===== src/rtl/burst_pkg.sv =====
package burst_pkg;
  typedef enum logic {
    ORDER_LINEAR     = 1'b0,
    ORDER_INTERLEAVE = 1'b1
  } burstOrder_e;

  typedef struct packed {
    logic load;
    logic step;
  } burstCtrl_t;
endpackage


===== src/rtl/burst_ctrl.sv =====
module burst_ctrl
  import burst_pkg::*;
(
  input  logic       loadStrobe,
  input  logic       advN,
  output burstCtrl_t ctrl
);
  always_comb begin
    ctrl.load = loadStrobe;
    ctrl.step = ~loadStrobe & ~advN;
  end
endmodule


===== src/rtl/burst_dpath.sv =====
module burst_dpath
  import burst_pkg::*;
#(
  parameter int BURST_BITS = 2
) (
  input  logic                  clk,
  input  logic                  rstN,
  input  burstCtrl_t            ctrl,
  input  logic [BURST_BITS-1:0] baseIn,
  input  logic                  orderIn,
  output logic [BURST_BITS-1:0] burstAddr,
  output logic                  lastBeat
);
  localparam logic [BURST_BITS-1:0] LAST_IDX = {BURST_BITS{1'b1}};

  logic [BURST_BITS-1:0] startQ;
  logic [BURST_BITS-1:0] beatQ;
  burstOrder_e           orderQ;

  always_ff @(posedge clk or negedge rstN) begin
    if (!rstN) begin
      startQ <= '0;
      beatQ  <= '0;
      orderQ <= ORDER_LINEAR;
    end else if (ctrl.load) begin
      startQ <= baseIn;
      beatQ  <= '0;
      orderQ <= burstOrder_e'(orderIn);
    end else if (ctrl.step) begin
      beatQ  <= beatQ + 1'b1;
    end
  end

  always_comb begin
    if (orderQ == ORDER_INTERLEAVE) burstAddr = startQ ^ beatQ;
    else                            burstAddr = startQ + beatQ;
    lastBeat = (beatQ == LAST_IDX);
  end

  AST_LOAD_BASE: assert property (@(posedge clk) disable iff (!rstN)
    ctrl.load |=> (burstAddr == $past(baseIn)) && !lastBeat);
  AST_HOLD_STILL: assert property (@(posedge clk) disable iff (!rstN)
    (!ctrl.load && !ctrl.step) |=> $stable(burstAddr) && $stable(lastBeat));
  AST_LINEAR_STEP: assert property (@(posedge clk) disable iff (!rstN)
    (ctrl.step && orderQ == ORDER_LINEAR) |=> burstAddr == $past(burstAddr) + 1'b1);
  AST_INTERLEAVE_STEP: assert property (@(posedge clk) disable iff (!rstN)
    (ctrl.step && orderQ == ORDER_INTERLEAVE) |=>
      (burstAddr ^ startQ) == (($past(burstAddr) ^ $past(startQ)) + 1'b1));
  AST_WRAP_BASE: assert property (@(posedge clk) disable iff (!rstN)
    (ctrl.step && lastBeat) |=> (burstAddr == $past(startQ)) && !lastBeat);
  AST_ORDER_KEPT: assert property (@(posedge clk) disable iff (!rstN)
    !ctrl.load |=> $stable(orderQ));
endmodule


===== src/rtl/burst_seq.sv =====
module burst_seq
  import burst_pkg::*;
#(
  parameter int BURST_BITS = 2
) (
  input  logic                  clk,
  input  logic                  rstN,
  input  logic                  loadStrobe,
  input  logic [BURST_BITS-1:0] startAddr,
  input  logic                  advN,
  input  logic                  orderSel,
  output logic [BURST_BITS-1:0] burstAddr,
  output logic                  lastBeat
);
  burstCtrl_t ctrl;

  burst_ctrl uCtrl (
    .loadStrobe (loadStrobe),
    .advN       (advN),
    .ctrl       (ctrl)
  );

  burst_dpath #(.BURST_BITS(BURST_BITS)) uDpath (
    .clk       (clk),
    .rstN      (rstN),
    .ctrl      (ctrl),
    .baseIn    (startAddr),
    .orderIn   (orderSel),
    .burstAddr (burstAddr),
    .lastBeat  (lastBeat)
  );
endmodule


===== config.mk =====
export PLATFORM = sky130hd
export DESIGN_NAME = burst_seq
export DESIGN_NICKNAME = d
export VERILOG_FILES = /design/src/rtl/burst_pkg.sv /design/src/rtl/burst_ctrl.sv /design/src/rtl/burst_dpath.sv /design/src/rtl/burst_seq.sv
export SDC_FILE = /design/constraint.sdc
export NUM_CORES = 1
export LEC_CHECK = 0
export BUFFER_PORTS_ARGS = -buffer_cell sky130_fd_sc_hd__buf_4
export CAP_MARGIN = 20
export CORE_AREA = 2 2 39 41
export DETAILED_ROUTE_END_ITERATION = 10
export DIE_AREA = 0 0 41 43
export SYNTH_ARGS = -nofsm -noshare
export SYNTH_HDL_FRONTEND = slang
export SYNTH_SLANG_ARGS = --single-unit

===== constraint.sdc =====
create_clock -name clk -period 0.93 [get_ports clk]
set_clock_uncertainty 0.05 [all_clocks]
set_input_delay 0.0465 -clock clk [delete_from_list [all_inputs] [get_ports clk]]
set_output_delay 0.0465 -clock clk [all_outputs]
set_load 0.01 [all_outputs]

Word level (Yosys, flattened, before mapping)
Cells that the tools add are included.
{"block": "word_totals", "register_bits": 5, "elab_cells": 14, "out_inout_bits": 3, "inputBits": 7}
{"block": "op_classes", "n_bitwise": 4, "addsub": 2, "n_eq_ne": 1, "mux": 3, "n_reduce_logical": 1}
{"op": "2-bit 2-to-1 mux", "n": 3}
{"op": "2-bit by 1-bit adder with 2-bit output (second input constant)", "n": 1}
{"op": "2-bit adder", "n": 1}
{"op": "2-bit == test (second input constant)", "n": 1}
{"op": "1-bit NOT", "n": 2}
{"op": "2-bit nonzero test", "n": 1}
{"op": "2-bit bitwise XOR", "n": 1}
{"op": "1-bit bitwise AND", "n": 1}

Longest topological paths before layout
{"block": "logic_depth", "word_depth": 4, "depth_mapped": 3}

Hierarchy
Synthesis repeated with hierarchy kept, for this count alone.
{"block": "unflattened", "cells_unflattened": 19, "hier_area_um2": 245.2}
{"module": "burst_dpath", "cells_per_inst": 17, "area_each_um2": 234.0, "seq_area_each_um2": 125.1, "n_inst": 1}
{"module": "burst_ctrl", "cells_per_inst": 2, "area_each_um2": 11.3, "seq_area_each_um2": 0.0, "n_inst": 1}

Worst setup path after synthesis
No wires, ideal clock.
{"block": "synth_path", "kind": "register to output", "start": "register uDpath.beatQ[0]", "end": "output port burstAddr[1]", "path_stages_with_launch": 4, "path_buffers": 0, "t_required_ps": 833, "setup_slack_ps": -95, "arrival_ps": 928, "cell_sequence": "dfrtp_1 ha_1 nor2b_1 xnor2_1"}
{"block": "synth_via", "elab_chain_cells": 2}
{"item": "from (decl)", "line": "burst_dpath.sv:17", "text": "logic [BURST_BITS-1:0] beatQ;"}
{"item": "from (signal assigned)", "line": "burst_dpath.sv:30", "text": "beatQ <= beatQ + 1'b1;"}
{"item": "2-bit adder", "line": "burst_dpath.sv:36", "text": "else burstAddr = startQ + beatQ;"}
{"item": "2-bit 2-to-1 mux", "line": "burst_dpath.sv:35", "text": "if (orderQ == ORDER_INTERLEAVE) burstAddr = startQ ^ beatQ;"}
{"item": "to (decl)", "line": "burst_seq.sv:12", "text": "output logic [BURST_BITS-1:0] burstAddr,"}
No other way between the ends.

Worst setup path in the final report
Same ends and word-level chain as after synthesis.

==> impl_metrics.env <==
export IMPL_peakVddDrop_mv=0.605
export IMPL_mostFrequentLayoutCell="buf_4"
export IMPL_core_area_sq_um=1380
export IMPL_p_sw_w=0.000165
export IMPL_nets=48
export IMPL_syn_area_per_cell_sq_um=13.8
export IMPL_p_comb_share_pct=27.1
export IMPL_clock_latency_ns=0.24
export IMPL_syn_area_sq_um=234
export IMPL_hold_end="uDpath.beatQ[0]$_DFFE_PN0P_"
export IMPL_regToRegSetupSlack_ns=-0.27
export IMPL_drt_iter0_markers=1
export IMPL_syn_inst=17
export IMPL_numClockSinks=5
export IMPL_crit_fanout=2
export IMPL_drive_above_1_share_pct=60.5
export IMPL_pre_cts_slack_ns=-0.155
export IMPL_die_h_microns=43
export IMPL_cts_root_buf="clkbuf_4"
export IMPL_first_pass_iters=3
export IMPL_worstPathArrival_ns=1.17
export IMPL_grt_max_degree=6
export IMPL_finalHoldViolations=0
export IMPL_min_path_cells=3
export IMPL_worstSetupEndpointType="output port"
export IMPL_ys_seq_area_share_pct=53.5
export IMPL_avgRoutedWirePerCell_microns=8.98
export IMPL_final_cell_mix="10 x buf_4, 5 x dlygate4sd3_1, 5 x dfrtp_1"
export IMPL_drv_slew=0
export IMPL_period_minus_slack_ns=1.27
export IMPL_n_antenna_cell=0
export IMPL_dpl_cell_count=43
export IMPL_ys_ff_latch=5
export IMPL_violations="negative setup slack"
export IMPL_area_growth_pct=94.7
export IMPL_swShare_pct=23.8
export IMPL_finalInstanceArea_sq_um=455
export IMPL_track_usage_pct=7.48
export IMPL_yosysUniqueCellTypes=8
export IMPL_power_leakage_nw=0.215
export IMPL_grt_pass1_wl_microns=772
export IMPL_htree_num_levels=1
export IMPL_r2r_end="uDpath.beatQ[1]$_DFFE_PN0P_"
export IMPL_ant_nets=0
export IMPL_cts_tree="done"
export IMPL_finalNonFillerCells=54
export IMPL_powerDensity_nw_per_um2=1520
export IMPL_yosysWarnings=0
export IMPL_worst_hold_startpoint="advN"
export IMPL_clkPwrFrac_pct=35.4
export IMPL_dpl_instance_area_sq_um=342
export IMPL_syn_nets=26
export IMPL_worstReg2RegStart="uDpath.beatQ[0]$_DFFE_PN0P_"
export IMPL_fmax_mhz=788
export IMPL_io_buffers=9
export IMPL_period_share_pct=137
export IMPL_fp_dieW_microns=41
export IMPL_fin_ws_ns=-0.340
export IMPL_drc=0
export IMPL_vias=186
export IMPL_finalPower_w=0.000691
export IMPL_critPathKind="flop to output port"
export IMPL_p_seq_share_pct=37.5
export IMPL_io_pins=10
export IMPL_rows=14
export IMPL_grt_pass1_vias=197
export IMPL_fin_hold_ws_ns=0.0286
export IMPL_worst_pin_slew_ns=0.174
export IMPL_setup_viol=5
export IMPL_overflow=0
export IMPL_cap_violations=0
export IMPL_start_util_pct=16.9
export IMPL_rr_worst_depth=5
export IMPL_place_congestion=0.662
export IMPL_rsz0062_at_grt="yes"
export IMPL_cts_buffers=3
export IMPL_maxSlewHeadroom_pct=88.3
export IMPL_vias_per_cell=3.44
export IMPL_start_kind="flop"
export IMPL_internal_power_w=0.000527
export IMPL_wl_microns=485
export IMPL_antenna_found_initial=0
export IMPL_min_path_type="primary input to flop"
export IMPL_clkTransAtPathRegs_ns=0.04
export IMPL_crit_required_ns=0.83
export IMPL_die_area_sq_um=1760
export IMPL_clockBufferDepth=2
export IMPL_hpwl_microns=357
export IMPL_status="finished, violations left"
[power by group through the flow]
stage | clock, W | sequential (W) | combinational [W]
floorplan | 0 | 0.000256 | 0.0000778
global placement | 0 | 0.000259 | 0.000146
detailed placement | 0 | 0.000261 | 0.000146
CTS | 0.000259 | 0.000257 | 0.000186
global route | 0.000280 | 0.000263 | 0.000210
finish | 0.000245 | 0.000259 | 0.000187
[critical path, cell delays in order (launching register included)]
cell,delay [ns]
dfrtp_1,0.38
ha_2,0.18
nor2b_4,0.12
xnor2_2,0.12
buf_4,0.14
[per-layer routing]
layer  vias to the layer above  global-route usage, %  part of all wire [%]
met1                        76                   9.21                    49
met3                         0                   4.71                   9.1
met2                        10                   7.81                    41
li1                        100                      -                     -
met5                         -                      0                     0
met4                         0                   8.00                     0
[metrics by stage]
| stage | TNS, ns | utilization [%] |
|---|---|---|
| finish | -1.30 | 32.9 |
| global route | -1.57 | 32.9 |
| CTS | -1.39 | 32.4 |
| detailed placement | -0.262 | 24.7 |
| global placement | -0.236 | 24.7 |
| floorplan | -0.119 | - |
[sequential cells by signal, summed over array words and instances (netlist names)]
| register | flops |
|---|---|
| uDpath.orderQ | 1 |
| uDpath.startQ | 2 |
| uDpath.beatQ | 2 |
[logic make-up after synthesis]
group | count (synthesis) | synth area share (%)
fa+ha+maj | 2 | 10.7
simple gates | 3 | 5.89
mux | 4 | 18.7
xor+xnor | 3 | 11.2
flops | 5 | 53.5
[layout make-up]
class | instances | area, sq um
clock buffer | 4 | 26.3
timing repair buffer | 17 | 148
sequential | 5 | 125
tap | 16 | 20.0
fill | 144 | 928
multi-input combinational | 12 | 136
[how the worst max path moves through the flow]
stage | from | endpoint | cells past startpoint
after global routing | uDpath.beatQ[0]$_DFFE_PN0P_ | burstAddr[1] | 4
final | uDpath.beatQ[0]$_DFFE_PN0P_ | burstAddr[1] | 4
after global placement | uDpath.beatQ[0]$_DFFE_PN0P_ | burstAddr[1] | 4
after floorplan | uDpath.beatQ[1]$_DFFE_PN0P_ | uDpath.beatQ[1]$_DFFE_PN0P_ | 3
after detailed placement | uDpath.beatQ[0]$_DFFE_PN0P_ | burstAddr[1] | 4
after CTS | uDpath.beatQ[0]$_DFFE_PN0P_ | burstAddr[1] | 4
[what timing repair did]
item	CTS	global route
setup buffers	2	0
hold endpoints to repair	10	0
pin swaps	0	2
setup endpoints to repair	5	5
hold buffers	5	0
resized for setup	4	1
[cells in the mapped netlist]
cell type,number,share of area (%)
mux2i_1,1,4.3
ha_1,2,11
mux2_2,3,14
xor2_1,1,3.7
dfrtp_1,5,53
nor2_1,2,3.2
nor2b_1,1,2.7
xnor2_1,2,7.5
No activity file was read; power rests on OpenSTA's default activity.
